<file path="config.mk">
export PLATFORM = sky130hd
export DESIGN_NAME = lbist_wrap
export DESIGN_NICKNAME = d
export VERILOG_FILES = /design/src/rtl/lbist_pkg.sv /design/src/rtl/lbist_prpg.sv /design/src/rtl/lbist_cut.sv /design/src/rtl/lbist_misr.sv /design/src/rtl/lbist_ctrl.sv /design/src/rtl/lbist_wrap.sv
export SDC_FILE = /design/constraint.sdc
export NUM_CORES = 1
export LEC_CHECK = 0
export BUFFER_PORTS_ARGS = -buffer_cell sky130_fd_sc_hd__clkbuf_2
export CAP_MARGIN = 20
export CELL_PAD_IN_SITES_DETAIL_PLACEMENT = 1
export CELL_PAD_IN_SITES_GLOBAL_PLACEMENT = 1
export CORE_MARGIN = 3
export CORE_UTILIZATION = 39
export CTS_CLUSTER_DIAMETER = 120
export CTS_CLUSTER_SIZE = 28
export DETAILED_ROUTE_END_ITERATION = 6
export HOLD_SLACK_MARGIN = 0.05
export PLACE_DENSITY_LB_ADDON = 0.05
export SLEW_MARGIN = 20
export SYNTH_ARGS = -nofsm -noshare
export SYNTH_HDL_FRONTEND = slang
export SYNTH_HIERARCHICAL = 1
export SYNTH_SLANG_ARGS = --single-unit
export TNS_END_PERCENT = 30
</file>
<file path="constraint.sdc">
create_clock -name clk -period 2.55 [get_ports clk]
set_input_delay 0.51 -clock clk [delete_from_list [all_inputs] [get_ports clk]]
set_output_delay 0.51 -clock clk [all_outputs]
set_load 0.01 [all_outputs]
</file>
<file path="src/rtl/lbist_pkg.sv">
package lbist_pkg;

    localparam int W    = 8;
    localparam int SELW = $clog2(W);

    localparam logic [W-1:0] SEED = 8'h01;
    // feedback taps at bits 7,5,4,3 : x^8 + x^6 + x^5 + x^4 + 1
    localparam logic [W-1:0] TAPS = 8'hB8;

    typedef enum logic [1:0] {
        ST_IDLE,
        ST_RUN,
        ST_CMP,
        ST_DONE
    } st_e;

    typedef struct packed {
        logic            en;
        logic            val;
        logic [SELW-1:0] sel;
    } flt_t;

    function automatic logic [W-1:0] lfsr_step(input logic [W-1:0] s);
        return {s[W-2:0], ^(s & TAPS)};
    endfunction

    function automatic logic [W-1:0] cut_fn(input logic [W-1:0] x);
        logic [3:0] lo;
        logic [3:0] hi;
        lo = x[3:0] + x[7:4];
        hi = (x[7:4] & ~x[3:0]) ^ {x[2:0], x[3]};
        return {hi, lo};
    endfunction

    function automatic logic [W-1:0] misr_step(input logic [W-1:0] m,
                                               input logic [W-1:0] r);
        return {m[W-2:0], ^(m & TAPS)} ^ r;
    endfunction

    function automatic logic [W-1:0] golden_sig(input int n);
        logic [W-1:0] s;
        logic [W-1:0] m;
        s = SEED;
        m = '0;
        for (int i = 0; i < n; i++) begin
            m = misr_step(m, cut_fn(s));
            s = lfsr_step(s);
        end
        return m;
    endfunction

endpackage

</file>
<file path="src/rtl/lbist_prpg.sv">
module lbist_prpg
    import lbist_pkg::*;
(
    input  logic         clk,
    input  logic         rst,
    input  logic         load,
    input  logic         adv,
    output logic [W-1:0] pat
);

    always_ff @(posedge clk) begin
        if (rst || load) pat <= SEED;
        else if (adv)    pat <= lfsr_step(pat);
    end

endmodule

</file>
<file path="src/rtl/lbist_cut.sv">
module lbist_cut
    import lbist_pkg::*;
(
    input  logic [W-1:0] x,
    input  flt_t         flt,
    output logic [W-1:0] y
);

    logic [W-1:0] good;

    always_comb begin
        good = cut_fn(x);
        y    = good;
        if (flt.en) y[flt.sel] = flt.val;
    end

endmodule

</file>
<file path="src/rtl/lbist_misr.sv">
module lbist_misr
    import lbist_pkg::*;
(
    input  logic         clk,
    input  logic         rst,
    input  logic         clr,
    input  logic         en,
    input  logic [W-1:0] resp,
    output logic [W-1:0] sig
);

    always_ff @(posedge clk) begin
        if (rst || clr) sig <= '0;
        else if (en)    sig <= misr_step(sig, resp);
    end

endmodule

</file>
<file path="src/rtl/lbist_ctrl.sv">
module lbist_ctrl
    import lbist_pkg::*;
#(
    parameter int N_PAT = 100
) (
    input  logic clk,
    input  logic rst,
    input  logic start,
    input  logic test_mode,
    input  logic sig_ok,
    output logic launch,
    output logic running,
    output logic done,
    output logic pass
);

    localparam int CW = $clog2(N_PAT + 1);

    st_e           st;
    logic [CW-1:0] cnt;

    assign launch  = start && test_mode && (st == ST_IDLE || st == ST_DONE);
    assign running = (st == ST_RUN);
    assign done    = (st == ST_DONE);

    always_ff @(posedge clk) begin
        if (rst) begin
            st   <= ST_IDLE;
            cnt  <= '0;
            pass <= 1'b0;
        end else begin
            case (st)
                ST_IDLE, ST_DONE: begin
                    if (launch) begin
                        st   <= ST_RUN;
                        cnt  <= '0;
                        pass <= 1'b0;
                    end
                end
                ST_RUN: begin
                    cnt <= cnt + 1'b1;
                    if (cnt == CW'(N_PAT - 1)) st <= ST_CMP;
                end
                ST_CMP: begin
                    pass <= sig_ok;
                    st   <= ST_DONE;
                end
                default: st <= ST_IDLE;
            endcase
        end
    end

endmodule

</file>
<file path="src/rtl/lbist_wrap.sv">
module lbist_wrap
    import lbist_pkg::*;
#(
    parameter int           N_PAT   = 100,
    parameter logic [W-1:0] REF_SIG = golden_sig(N_PAT)
) (
    input  logic            clk,
    input  logic            rst,
    input  logic            test_mode,
    input  logic            start,
    input  logic [W-1:0]    pi,
    input  logic            flt_en,
    input  logic            flt_val,
    input  logic [SELW-1:0] flt_bit,
    output logic [W-1:0]    po,
    output logic            busy,
    output logic            done,
    output logic            pass
);

    logic [W-1:0] pat;
    logic [W-1:0] cut_in;
    logic [W-1:0] cut_out;
    logic [W-1:0] misr_q;
    logic         launch;
    flt_t         flt;

    assign flt    = '{en: flt_en, val: flt_val, sel: flt_bit};
    assign cut_in = test_mode ? pat : pi;
    assign po     = cut_out;

    lbist_ctrl #(.N_PAT(N_PAT)) i_ctrl (
        .clk       (clk),
        .rst       (rst),
        .start     (start),
        .test_mode (test_mode),
        .sig_ok    (misr_q == REF_SIG),
        .launch    (launch),
        .running   (busy),
        .done      (done),
        .pass      (pass)
    );

    lbist_prpg i_prpg (
        .clk  (clk),
        .rst  (rst),
        .load (launch),
        .adv  (busy),
        .pat  (pat)
    );

    lbist_cut i_cut (
        .x   (cut_in),
        .flt (flt),
        .y   (cut_out)
    );

    lbist_misr i_misr (
        .clk  (clk),
        .rst  (rst),
        .clr  (launch),
        .en   (busy),
        .resp (cut_out),
        .sig  (misr_q)
    );

endmodule

</file>
Word-level counts from Yosys, hierarchy flattened
Index checks and enable logic that the tools add are counted.
{"block": "totals", "wordCells": 46, "register_bits": 26, "n_memories": 0, "latch_bits": 0, "rom_bits": 0, "ramBits": 0, "output_inout_bits": 11}
{"block": "op_classes", "n_shift": 0, "div_mod_pow": 0, "n_mul": 0, "n_bitwise": 4, "n_mux": 12, "order_cmp": 2, "add_sub_neg": 2, "reduce_logical": 14, "n_eq_ne": 7}
{"operator": "$mux 8", "count": 2}
{"operator": "$reduce_xor 8->1", "count": 2}
{"operator": "$pmux 7 s2", "count": 1}
{"operator": "$bwmux 8", "count": 1}
{"operator": "$eq 8x8->1 const B", "count": 1}
{"operator": "$xor 8x8->8", "count": 1}
{"operator": "$add 7x1->7 const B", "count": 1}
{"operator": "$eq 7x7->1 const B", "count": 1}
{"operator": "$mux 7", "count": 1}
{"operator": "$pmux 2 s3", "count": 1}
{"operator": "$reduce_and 2->1", "count": 3}
{"operator": "$add 4x4->4", "count": 1}
{"operator": "$and 4x4->4", "count": 1}
{"operator": "$eq 2x2->1 const B", "count": 2}
{"operator": "$lt 3x4->1 const B", "count": 1}
{"operator": "$mux 2", "count": 2}
{"operator": "$ne 2x1->1 const B", "count": 2}
{"operator": "$not 4->4", "count": 1}
{"operator": "$reduce_bool 2->1", "count": 2}
{"operator": "$xor 4x4->4", "count": 1}
{"operator": "$demux 1 s3", "count": 1}
{"operator": "$ge 3x1->1 const B", "count": 1}
{"operator": "$logic_and 1x1->1", "count": 3}
{"operator": "$eq 2x1->1 const B", "count": 1}
{"operator": "5 further kinds", "count": 7}

Longest topological paths before layout
{"block": "logic_depth", "word_depth": 7, "depth_mapped": 9}

Hierarchy
The synthesis kept the hierarchy.
{"mod": "lbist_ctrl", "area_per_inst_um2": 611.8, "seq_area_each_um2": 200.2, "n_inst": 1, "cells_per_inst": 68}
{"mod": "lbist_misr", "area_per_inst_um2": 395.4, "seq_area_each_um2": 160.2, "n_inst": 1, "cells_per_inst": 41}
{"mod": "lbist_cut", "area_per_inst_um2": 344.1, "seq_area_each_um2": 0.0, "n_inst": 1, "cells_per_inst": 44}
{"mod": "lbist_prpg", "area_per_inst_um2": 334.1, "seq_area_each_um2": 160.2, "n_inst": 1, "cells_per_inst": 31}
{"mod": "lbist_wrap", "area_per_inst_um2": 122.6, "seq_area_each_um2": 0.0, "n_inst": 1, "cells_per_inst": 12}

Worst setup path after synthesis
No wires, ideal clock.
{"block": "synth_timing", "path_kind": "input to output", "start": "in test_mode", "end": "out po[3]", "arrival_time_ns": 2.201, "setup_slack_ns": -0.161, "path_stages": 6, "path_cell_list": "buf_2 mux2_1 ha_1 nor3b_1 or4_1 a31oi_1"}
{"block": "synth_via", "elab_chain_len": 4}
{"item": "start, declared", "line_no": "lbist_wrap.sv:9", "rtl": "input logic test_mode,"}
{"item": "$mux 8 *", "line_no": "lbist_wrap.sv:29", "rtl": "assign cut_in = test_mode ? pat : pi;"}
{"item": "net cut_in[6]", "line_no": "lbist_wrap.sv:22", "rtl": "logic [W-1:0] cut_in;"}
{"item": "$add 4x4->4 *", "line_no": "lbist_pkg.sv:30", "rtl": "lo = x[3:0] + x[7:4];"}
{"item": "$bwmux 8", "line_no": "lbist_cut.sv:14", "rtl": "if (flt.en) y[flt.sel] = flt.val;"}
{"item": "$mux 8 *", "line_no": "lbist_cut.sv:14"}
{"item": "end, declared", "line_no": "lbist_wrap.sv:15", "rtl": "output logic [W-1:0] po,"}
The timed path passes the listed nets; every way through them passes the cells marked *.

Worst setup path in the final report
Same ends and word-level chain as after synthesis.

==> summary.md <==
| Metric | Value |
|---|---|
| Status | `finished, violations left` |
| Failing checks | `negative setup slack` |
| Overall routed net length | `4610 um` |
| Max-Cap Viols | `0` |
| Final min period | `2.60 ns` |
| Die Height | `74.1 um` |
| FILL cells | `507` |
| Sink Count | `26` |
| Final instance area | `2270 um2` |
| Kind of critical path | `input port to output pin` |
| Clock Pin Slew Worst Setup and Hold Paths | `0.09 ns` |
| GRT Overall Usage | `17.4%` |
| Mapped Area | `1810 um2` |
| Hold WC Path Type | `flop to flop` |
| P_leak | `0.000895 uW` |
| Drt initial violations | `63` |
| Top FF cell, synth | `dfxtp_1` |
| Worst setup EP type | `output pin` |
| Most common cell after layout, fill and taps aside | `dfxtp_1` |
| Least-Margin Pin Slew | `0.534 ns` |
| Total power | `1610 uW` |
| CP arrival | `2.09 ns` |
| Max Root-Sink Buffers | `2` |
| Clock buffer count from CTS | `3` |
| Syn nets | `226` |
| Core ar. | `4410 um2` |
| Via Count | `1,567` |
| Detailed-router iteration count before antenna repair | `4` |
| Commonest cells after routing, fill and taps aside | `dfxtp_1, clkbuf_2, nor2_1, buf_4, mux2i_1` |
| RSZ-0062 raised after global routing | `yes` |
| Placed cell count | `282` |
| H-tree levels | `1` |
| I/O pin cnt | `28` |
| Final hold vios | `0` |
| # setup viols final | `1` |
| Layout cell share with drive strength beyond 1 | `31.9%` |
| Final setup TNS | `-0.0464 ns` |
| Total grt overflow | `0` |
| Die Area | `5490 um2` |
| Vias in the first global route | `1,586` |
| Register area | `520 um2` |
| Final Cycle Share | `102%` |
| Crit-path max FO | `5` |
| Dpl cell area | `2120 um2` |
| Remaining DRCs | `0` |
| Largest net degree at the start of global routing | `19` |
| Final Max Tran Viols | `0` |
| Hold_buf cts | `0` |
| Max Freq | `385 MHz` |
| Async set-or-reset flop fraction in the synthesized netlist | `0%` |
| Flops & latches, synth | `26` |
| CP Launch Type | `input port` |
| Clk Tree Root Cell | `clkbuf_8` |
| Crit path setup slack, layout | `-0.0464 ns` |
| Crit-path cells | `clkbuf_16 -> mux2_4 -> ha_4 -> nor3b_2 -> or4_4 -> a31oi_4 -> buf_6` |
| EDFF count, synth | `0` |
| Routed WL per cell | `16.1 um` |
| Multi-input gate area | `1310 um2` |
| Rows | `24` |
| Worst Skew | `0.00563 ns` |
| IO buf count | `27` |
| Headroom to the max-slew limit | `64.3%` |
| Die W | `74.1 um` |
| Later-pin clock latency in the skew report | `0.27 ns` |
| Register area share after synthesis | `28.8%` |
| CP peak stage delay | `0.49 ns` |
| Req. time, crit path | `2.04 ns` |
| Synthesis warning total | `6` |
| CTS tree | `yes` |
| Non-Filler Instances | `287` |
| Antenna Nets Post-Route | `0` |
| Syn Area/Cell | `9.22 um2` |
| Area growth syn-to-layout | `25.3%` |
| Slowest-stage cell, CP | `or4_4` |
| Synth Instances | `196` |
| GPL Wtd Cong | `0.796` |
| Distinct cells, synth | `47` |
| IR drop worst, VDD | `0.349 mV` |
| Final #Nets | `267` |
| Power Density | `710 nW/um2` |
| HPWL after detailed placement | `3590 um` |
| Post-layout util | `51.3%` |
| # diodes | `0` |
| Antenna violations before repair | `0` |
| Vias per cell | `5.46` |
| Starting Density | `41.0%` |
| Global-route wire length before repair | `7410 um` |
-- worst max-delay path, delay by kind of cell --
family	cells	cell delay, ns
AO/OA/AOI/OAI	1	0.17
adder cells (fa/ha/maj)	1	0.28
buffers and inverters	2	0.26
AND/OR/NAND/NOR	2	0.54
multiplexers	1	0.32
-- Yosys cell counts (3+ instances only) --
master    number  share of area, %
a211oi_1       7               2.9
a21oi_1        5               1.4
buf_2          4               1.1
clkbuf_1       3              0.62
dfxtp_1       26                29
ha_1          12               8.3
inv_1          9               1.9
mux2_1         3               1.9
mux2_2         7               4.4
mux2i_1       14               7.8
nand2_1        8               1.7
nand3_1        3              0.83
nand3b_1       5               2.1
nand4_1        3               1.0
nand4b_1       3               1.5
nor2_1        22               4.6
nor3b_1        3               1.2
nor4_1         3               1.0
o21ai_0        5               1.4
o31ai_1        3               1.2
or3b_1         3               1.5
or4_1          3               1.2
xnor2_1       10               4.8
xor2_1         4               1.9
-- through the flow --
step	worst slack, ns	hold WS [ns]
finish	-0.0464	0.479
global route	-0.0894	0.499
CTS	-0.120	0.484
detailed placement	-0.293	0.470
global placement	-0.260	0.460
floorplan	0.0365	0.477
-- final cells by class --
class / count / area share, %
Multi-Input combinational cell: 153 / 57.8
Sequential cell: 26 / 23.0
Timing Repair Buffer: 44 / 13.0
Tap cell: 52 / 2.87
Clock buffer: 3 / 1.82
Inverter: 9 / 1.49
-- power by group --
| group | leakage, uW | internal (uW) | total, uW | switching, uW |
|---|---|---|---|---|
| Clock | 0.0000216 | 106 | 230 | 124 |
| Sequential | 0.000211 | 478 | 555 | 77.2 |
| Combinational | 0.000662 | 397 | 823 | 426 |
| Total | 0.000895 | 981 | 1610 | 628 |
-- final timing paths --
check                           cells past startpoint           from  slack, ns            end
worst max register to register                      9  i_prpg/pat[5]       0.35  i_misr/sig[3]
worst min register to register                      2    i_ctrl/pass       0.48    i_ctrl/pass
worst min-delay path                                2    i_ctrl/pass       0.48    i_ctrl/pass
worst max-delay path                                7      test_mode      -0.05          po[3]
-- sequential cells by signal (all words and copies together), names as in the netlist --
signal	count
i_ctrl/st	2
i_ctrl/cnt	7
i_ctrl/pass	1
i_prpg/pat	8
i_misr/sig	8
-- metal layers --
metal / vias to the layer above / part of all wire [%] / global-route usage (%)
met1: 762 / 43 / 21.1
li1: 781 / - / -
met4: 0 / 1.2 / 4.63
met3: 6 / 2.5 / 2.97
met2: 18 / 53 / 31.6
met5: - / 0 / 0
-- cell families after synthesis --
group | Yosys count | share of synthesized area (%)
flops | 26 | 28.8
simple gates | 71 | 23.0
buf+inv | 17 | 4.22
compound gates | 28 | 10.7
mux | 24 | 14.0
xor+xnor | 17 | 9.83
fa+ha+maj | 13 | 9.41
-- repair_timing --
| item | in CTS | in global routing |
|---|---|---|
| hold endpoints to repair | 0 | 0 |
| gates cloned | 1 | 0 |
| pin swaps | 4 | 2 |
| setup buffers | 1 | 0 |
| endpoints found under the setup margin | 3 | 2 |
| gates resized for setup | 12 | 3 |
(Power assumes the default switching activity.)
